### src/rtl/rs_pkg.sv
package rs_pkg;
    typedef enum logic [1:0] {
        ST_RUN        = 2'd0,
        ST_SUPPLY_LOW = 2'd1,
        ST_HOLD       = 2'd2
    } rs_state_t;

    localparam int TRIP_W = 2;
    localparam int NFLAG  = 2;
    localparam int FLAG_POR_IDX = 0;
    localparam int FLAG_WDT_IDX = 1;
endpackage

### src/rtl/rs_debounce.sv
module rs_debounce #(
    parameter int DEB_TICKS = 10
) (
    input  logic clk,
    input  logic rst_n,
    input  logic tick,
    input  logic pin_n,
    input  logic mask,
    output logic fire
);
    localparam int CW = $clog2(DEB_TICKS + 1);
    localparam logic [CW-1:0] LAST = CW'(DEB_TICKS - 1);

    logic          sync1, sync2;
    logic [CW-1:0] cnt;
    logic          latched;
    logic          low;

    always_ff @(posedge clk or negedge rst_n) begin
        if (!rst_n) begin
            sync1 <= 1'b1;
            sync2 <= 1'b1;
        end else begin
            sync1 <= pin_n;
            sync2 <= sync1;
        end
    end

    assign low  = ~sync2;
    assign fire = tick && low && !mask && !latched && (cnt == LAST);

    always_ff @(posedge clk or negedge rst_n) begin
        if (!rst_n) begin
            cnt     <= '0;
            latched <= 1'b0;
        end else if (!low) begin
            cnt     <= '0;
            latched <= 1'b0;
        end else if (mask) begin
            cnt <= '0;
        end else if (fire) begin
            cnt     <= '0;
            latched <= 1'b1;
        end else if (tick && !latched && cnt < LAST) begin
            cnt <= cnt + 1'b1;
        end
    end
endmodule

### src/rtl/rs_tick_counter.sv
module rs_tick_counter #(
    parameter int LEN = 100
) (
    input  logic clk,
    input  logic rst_n,
    input  logic run,
    input  logic tick,
    output logic done
);
    localparam int CW = $clog2(LEN + 1);
    localparam logic [CW-1:0] LAST = CW'(LEN - 1);

    logic [CW-1:0] cnt;

    assign done = run && tick && (cnt == LAST);

    always_ff @(posedge clk or negedge rst_n) begin
        if (!rst_n)    cnt <= '0;
        else if (!run) cnt <= '0;
        else if (tick) cnt <= done ? '0 : cnt + 1'b1;
    end
endmodule

### src/rtl/rs_flags.sv
module rs_flags #(
    parameter int N = 2
) (
    input  logic         clk,
    input  logic         rst_n,
    input  logic [N-1:0] set,
    input  logic [N-1:0] clr,
    output logic [N-1:0] q
);
    for (genvar i = 0; i < N; i++) begin : g_flag
        always_ff @(posedge clk or negedge rst_n) begin
            if (!rst_n)      q[i] <= 1'b0;
            else if (set[i]) q[i] <= 1'b1;
            else if (clr[i]) q[i] <= 1'b0;
        end
    end
endmodule

### src/rtl/rst_supervisor.sv
module rst_supervisor #(
    parameter int PULSE_MS = 100,
    parameter int DEB_MS   = 10
) (
    input  logic       clk,
    input  logic       rst_n,
    input  logic       ms_tick,
    input  logic       vdd_low,
    input  logic       wdt_expire,
    input  logic       wdt_en,
    input  logic       mr_pin_n,
    input  logic [1:0] flag_clr,
    input  logic       xfer_busy,
    input  logic       trip_we,
    input  logic [1:0] trip_din,
    output logic       rst_out_n,
    output logic       bus_lock,
    output logic       flag_wdt,
    output logic       flag_por,
    output logic       wdt_restart,
    output logic [1:0] trip_sel
);
    import rs_pkg::*;

    rs_state_t               state, next;
    logic                    hold_done;
    logic                    mr_fire;
    logic                    wdt_fire;
    logic                    restart_q;
    logic                    grace_q;
    logic [TRIP_W-1:0]       trip_q;
    logic [NFLAG-1:0]        flag_set, flag_q;

    rs_debounce #(.DEB_TICKS(DEB_MS)) u_deb (
        .clk   (clk),
        .rst_n (rst_n),
        .tick  (ms_tick),
        .pin_n (mr_pin_n),
        .mask  (state != ST_RUN),
        .fire  (mr_fire)
    );

    rs_tick_counter #(.LEN(PULSE_MS)) u_cnt (
        .clk   (clk),
        .rst_n (rst_n),
        .run   (state == ST_HOLD),
        .tick  (ms_tick),
        .done  (hold_done)
    );

    assign wdt_fire = (state == ST_RUN) && !vdd_low && wdt_expire && wdt_en;

    always_comb begin
        flag_set               = '0;
        flag_set[FLAG_POR_IDX] = vdd_low;
        flag_set[FLAG_WDT_IDX] = wdt_fire;
    end

    rs_flags #(.N(NFLAG)) u_flags (
        .clk   (clk),
        .rst_n (rst_n),
        .set   (flag_set),
        .clr   ({flag_clr[1], flag_clr[0]}),
        .q     (flag_q)
    );

    always_comb begin
        next = state;
        unique case (state)
            ST_RUN: begin
                if (vdd_low)                  next = ST_SUPPLY_LOW;
                else if (wdt_fire || mr_fire) next = ST_HOLD;
            end
            ST_SUPPLY_LOW: begin
                if (!vdd_low)                 next = ST_HOLD;
            end
            ST_HOLD: begin
                if (vdd_low)                  next = ST_SUPPLY_LOW;
                else if (hold_done)           next = ST_RUN;
            end
            default:                          next = ST_RUN;
        endcase
    end

    always_ff @(posedge clk or negedge rst_n) begin
        if (!rst_n) begin
            state     <= ST_RUN;
            restart_q <= 1'b0;
            grace_q   <= 1'b0;
            trip_q    <= '0;
        end else begin
            state     <= next;
            restart_q <= (state == ST_HOLD) && (next == ST_RUN);
            if (state == ST_RUN && vdd_low) grace_q <= xfer_busy;
            else                            grace_q <= grace_q && xfer_busy;
            if (trip_we) trip_q <= trip_din;
        end
    end

    always_comb begin
        rst_out_n   = (state == ST_RUN);
        bus_lock    = (state != ST_RUN) && !grace_q;
        wdt_restart = restart_q;
        flag_wdt    = flag_q[FLAG_WDT_IDX];
        flag_por    = flag_q[FLAG_POR_IDX];
        trip_sel    = trip_q;
    end
endmodule

### config.mk
export PLATFORM = sky130hd
export DESIGN_NAME = rst_supervisor
export DESIGN_NICKNAME = d
export VERILOG_FILES = /design/src/rtl/rs_pkg.sv /design/src/rtl/rs_debounce.sv /design/src/rtl/rs_tick_counter.sv /design/src/rtl/rs_flags.sv /design/src/rtl/rst_supervisor.sv
export SDC_FILE = /design/constraint.sdc
export NUM_CORES = 1
export LEC_CHECK = 0
export BUFFER_PORTS_ARGS = -buffer_cell sky130_fd_sc_hd__buf_4
export CAP_MARGIN = 20
export CORE_UTILIZATION = 25
export CTS_BUF_LIST = sky130_fd_sc_hd__clkbuf_2
export DETAILED_ROUTE_END_ITERATION = 6
export GPL_TIMING_DRIVEN = 1
export SETUP_SLACK_MARGIN = 0.5
export SYNTH_ARGS = -nofsm -noshare
export SYNTH_HDL_FRONTEND = slang
export SYNTH_SLANG_ARGS = --single-unit
### constraint.sdc
create_clock -name clk -period 1.7 [get_ports clk]
set_input_delay 0.425 -clock clk [delete_from_list [all_inputs] [get_ports clk]]
set_output_delay 0.425 -clock clk [all_outputs]
set_load 0.005 [all_outputs]
# Word-level counts from Yosys, hierarchy flattened

Index checks and enable logic that the tools add are counted.

Bits in registers: 22
Latch bits: 0
Bits in writable memories: 0
Memory bits (read-only): 0
Word-level logic and storage cells: 70
Memories kept: 0

$add $sub $neg: 2
Multipliers: 0
Divide/modulo/power cells: 0
$lt $le $gt $ge: 1
Equal/unequal tests: 6
Shifts and indexed selects: 0
Multiplexer cells: 21
Bitwise operators: 1
Reductions and logical operators: 28

Operators by type and width:

| kind                  | count |
|---|---|
| $mux W7               | 3 |
| $mux W4               | 4 |
| $logic_and A1 B1 Y1   | 15 |
| $mux W2               | 5 |
| $mux W1               | 8 |
| $reduce_bool A2 Y1    | 4 |
| $add A7 B1 Y7 const B | 1 |
| $eq A7 B7 Y1 const B  | 1 |
| $pmux W2 S3           | 1 |
| $add A4 B1 Y4 const B | 1 |
| $eq A4 B4 Y1 const B  | 1 |
| $logic_not A1 Y1      | 4 |
| $logic_not A2 Y1      | 2 |
| $lt A4 B4 Y1 const B  | 1 |
| $ne A2 B2 Y1 const B  | 2 |
| $reduce_bool A4 Y1    | 1 |
| $eq A2 B1 Y1 const B  | 1 |
| $eq A2 B2 Y1 const B  | 1 |
| $reduce_and A2 Y1     | 1 |
| $logic_or A1 B1 Y1    | 1 |
| $not A1 Y1            | 1 |

# Longest topological paths before layout

Depth after elaboration: 11
Depth in mapped cells: 6
Depth with buffers taken out: 6

# Modules after synthesis

A second synthesis with hierarchy kept.

Cells, all modules: 108
Area, all modules: 1148.6 sq um

Modules (own cells, without submodules):

| module          | instances | cells each | area each (sq um) | sequential area each (sq um) |
|---|---|---|---|---|
| rs_tick_counter | 1         | 43         | 415.4             | 175.2 |
| rs_debounce     | 1         | 38         | 397.9             | 177.7 |
| rst_supervisor  | 1         | 21         | 262.8             | 150.1 |
| rs_flags        | 1         | 6          | 72.6              | 50.0 |

# Least setup slack after synthesis

Ideal clock, no wire load.

Kind: register to register
Start point: reg u_deb.cnt[0]
End point: reg u_deb.cnt[2]
Arrival: 1.313 ns
Required time: 1.620 ns
Path slack: 0.306 ns
Stages on the path, launching flop included: 6
Buffers on the path: 0
Cells stage by stage: dfrtp_1 -> ha_1 -> nand2_1 -> nor3_2 -> or4_4 -> nor3_2

Longest elaborated chain between the ends: 5

RTL lines:

| what                                                  | RTL line                             | RTL |
|---|---|---|
| start, declared                                       | rs_debounce.sv:15                    | `logic [CW-1:0] cnt;` |
| start signal, assigned                                | rs_debounce.sv:45                    | `cnt <= cnt + 1'b1;` |
| $add A4 B1 Y4 / $eq A4 B4 Y1 (equally long branches)  | rs_debounce.sv:45, rs_debounce.sv:30 |  |
| $mux W4 / $logic_and A1 B1 Y1 (equally long branches) | rs_debounce.sv:44, rs_debounce.sv:30 |  |
| $mux W4                                               | rs_debounce.sv:41                    | `end else if (fire) begin` |
| $mux W4                                               | rs_debounce.sv:39                    | `end else if (mask) begin` |
| $mux W4                                               | rs_debounce.sv:36                    | `end else if (!low) begin` |

Several ways; a longest one is shown, not always the timed one. The select of a mux whose other input is x is not followed.
A chain may end at the register's enable or synchronous reset.

# Worst setup path after layout

Start point: reg state[0]
End point: out bus_lock

Longest elaborated chain between the ends: 2

RTL lines:

| what                   | RTL line              | RTL |
|---|---|---|
| start, declared        | rst_supervisor.sv:25  | `rs_state_t state, next;` |
| start signal, assigned | rst_supervisor.sv:92  | `state <= next;` |
| $reduce_bool A2 Y1     | rst_supervisor.sv:102 | `bus_lock = (state != ST_RUN) && !grace_q;` |
| $logic_and A1 B1 Y1    | rst_supervisor.sv:102 |  |
| end, declared          | rst_supervisor.sv:17  | `output logic bus_lock,` |

Every way passes these cells.

==> metrics.yaml <==
power_and_ir_drop:
  switching_power_mw: 0.256
  power.share.combinational_pct: 18.1
  power_report.internal_total_mw: 0.687
  powerDensity_nw_per_um2: 608
  worst_ir_drop_vdd_v: 0.000252
  power.leakage_nw: 0.659
  seq_power_share_pct: 59.5
  clockPowerShare_pct: 22.4
  switching_share_pct: 27.1
  report.power.total_mw: 0.943
outcome:
  status: "finished, final reports clean"
setup_path:
  end_kind: "primary output"
  critical_path.top_delay_family: "flip-flops"
  required_ns: 1.27
  crit_chain: "nor2_4 > nor2_1 > buf_4"
  timing.reg2reg.setup_slack_ns: 0.24
  worst-path-buf-inv: 1
  max_stage_delay_ns: 0.45
  startpoint_type_of_the_worst_setup_path: "flop"
  worst-path-max-fanout: 3
  crit_arrival_ns: 1.09
  critical_path.slowest_cell: "sky130_fd_sc_hd__dfrtp_1"
  criticalPathCategory: "reg -> out"
drt:
  route.top_layer_used: "met4"
  avgViaCountPerCell: 4.65
  drt-total-wl_mm: 2.56
  drcViolationCount: 0
  met2WireLength_mm: 1.39
  num_vias: 864
  first_iter_violations: 16
  routed_metal_1_wirelength_mm: 1.05
  antenna_violating_nets_post_route: 0
  wl_met3_um: 62
  detail_route.wl_per_cell_um: 13.8
  dr.pass1.iters: 6
final_layout:
  post_layout_instance_area_um2: 1550
  num-nets-final: 154
  diodes: 0
  mostFrequentLayoutCells: "28 x sky130_fd_sc_hd__buf_4, 17 x sky130_fd_sc_hd__dfrtp_1, 7 x sky130_fd_sc_hd__nand2_1, 7 x sky130_fd_sc_hd__nor2_1, 6 x sky130_fd_sc_hd__buf_6"
  drive_above_1_share_pct: 52.9
  area_growth_pct: 49.0
  most_common_library_cell_in_the_layout_ignoring_fill_and_taps: "sky130_fd_sc_hd__buf_4"
logic_synthesis:
  ys_seq_elements: 22
  synth-adder-area-share_pct: 4.81
  compound_cell_area_share_of_the_yosys_netlist_pct: 10.1
  synthCells: 99
  synth.lib_cells_used.distinct: 32
  synthesis.nets: 116
  portion_of_netlist_area_occupied_by_mux_cells_pct: 4.09
  syn-mean-instance-area_um2: 10.5
  yosysWarningCount: 0
  synth.yosys.seq_area_share_pct: 53.1
  synth_top_family_by_area: "simple AND/OR/NAND/NOR gates"
  synth_area_um2: 1040
  synth_enable_flop_cells: 0
  synthXorXnorAreaFrac_pct: 2.52
  synth_simple_gate_area_share_pct: 22.7
  netlist.area_leader.share_pct: 48.1
  post-synth-top-area-cell: "sky130_fd_sc_hd__dfrtp_1"
  synthTopCellsByArea: "sky130_fd_sc_hd__dfrtp_1 48%, sky130_fd_sc_hd__dfstp_2 5.0%, sky130_fd_sc_hd__ha_1 4.8%"
  async_reset_ff_share_pct: 100
  synth_ff_type: "sky130_fd_sc_hd__dfrtp_1"
cts:
  cts.htree.levels: 1
  worst_setup_hold_path_clk_slew_ns: 0.21
  ctsRootBufferMaster: "sky130_fd_sc_hd__clkbuf_2"
  clock_latency_ns: 0.32
  cts_made_buffers: 3
  cts.sink_count: 22
  cts_tree: "yes"
  clockBufferDepth: 2
sta:
  slew_violations: 0
  slew_worst_pin_ns: 0.327
  hold-worst-slack_ns: 0.171
  timing.setup.tns_ns: 0
  max-slew-margin-rel_pct: 77.9
  final_worst_slack_ns: 0.186
  finClkSkew_ns: 0.00195
  layout_min_cycle_time_ns: 1.51
  max_clock_freq_mhz: 660
  post-route-period-util_pct: 89.1
  timing.final.hold_violations: 0
  timing.final.setup_violations: 0
  grt_setup_unrepaired: "true"
floorplan:
  row_count: 23
  floorplan.initialDensity_pct: 26.0
  die_height_um: 66.5
  chipWidth_um: 66.5
  placeableCoreArea_um2: 4000
  io-pin-count: 20
  fp.dieArea_um2: 4430
place:
  dp_hpwl_mm: 1.65
  place_worst_setup_slack_ns: 0.247
  portBuffers: 19
  gp_congestion: 0.812
  placedInstanceArea_um2: 1260
flow_run:
  maxCapViolCount: 0
global_routing:
  global_route_wire_length_before_repair_mm: 4.24
  grt_max_degree: 23
  grt-ovfl-total: 0
  grt_usage_pct: 12.8
  antenna_found_initial: 0
  grt_pass1_vias: 909
min_path:
  worst_min_delay_path_category: "in -> reg"
[routing by layer]
| metal | vias up | global-route usage, % |
|---|---|---|
| li1 | 420 | - |
| met1 | 415 | 15.8 |
| met2 | 22 | 22.2 |
| met3 | 7 | 1.20 |
| met4 | 0 | 6.12 |
| met5 | - | 0 |
[synthesized netlist by cell type (all sizes together) (2+ instances only)]
master and instances:
a41oi 2, dfrtp 20, xor2 2, nor2 11, and2 2, a311oi 2, nand3 3, dfstp 2
nor3 2, mux2 2, inv 5, a21oi 7, ha 4, mux2i 2, nand2 10, nand2b 5
o21ai 3, nand4 2
[logic make-up after synthesis]
family / Yosys count
buffers and inverters: 7
xor gates and xnor gates: 3
AOI/OAI and AO/OA: 17
muxes: 4
adders and majority gates: 4
and+or+nand+nor: 42
DFF: 22
[flip-flops by register name (all words and copies together), names as in the netlist]
register,count
u_deb.cnt,4
u_deb.sync1,1
grace_q,1
u_deb.latched,1
u_deb.sync2,1
u_flags.q,2
state,2
wdt_restart,1
trip_sel,2
u_cnt.cnt,7
[final timing paths]
path / start / end / cells after the start
hold reg to reg: u_deb.sync1 / u_deb.sync2 / 0
hold / removal: mr_pin_n / u_deb.sync1 / 1
setup reg to reg: u_deb.cnt[0] / u_deb.cnt[2] / 5
min in group asynchronous: rst_n / u_cnt.cnt[5] / 2
setup / recovery: state[0] / bus_lock / 3
max in group asynchronous: rst_n / u_deb.sync1 / 2
[what timing repair did]
action	CTS	global route
resized for setup	26	14
pin swaps	9	5
endpoints found under the hold margin	20	0
hold buffers	1	0
setup buffers	12	2
setup endpoints to repair	19	18
[stage by stage]
stage / utilization, % / cells
global placement: 31.6 / 167
CTS: 36.7 / 184
detailed placement: 31.6 / 167
floorplan: - / 99
finish: 38.8 / 186
global route: 38.8 / 186
[area by class of cell]
class,instances,area (µm²)
clock buffers,3,15.0
well taps,50,62.6
clock inverters,1,3.75
inverters,5,18.8
multi-input cells,70,607
fillers,405,2450
flip-flops and latches,22,557
repair buffers,35,288
[power groups by stage]
stage	clock network [mW]	logic [mW]	registers, mW
CTS	0.221	0.160	0.560
floorplan	0	0.0521	0.568
finish	0.211	0.171	0.561
global placement	0	0.118	0.570
detailed placement	0	0.121	0.571
global route	0.245	0.189	0.564
Note: power is estimated with default switching activity, not from simulation.
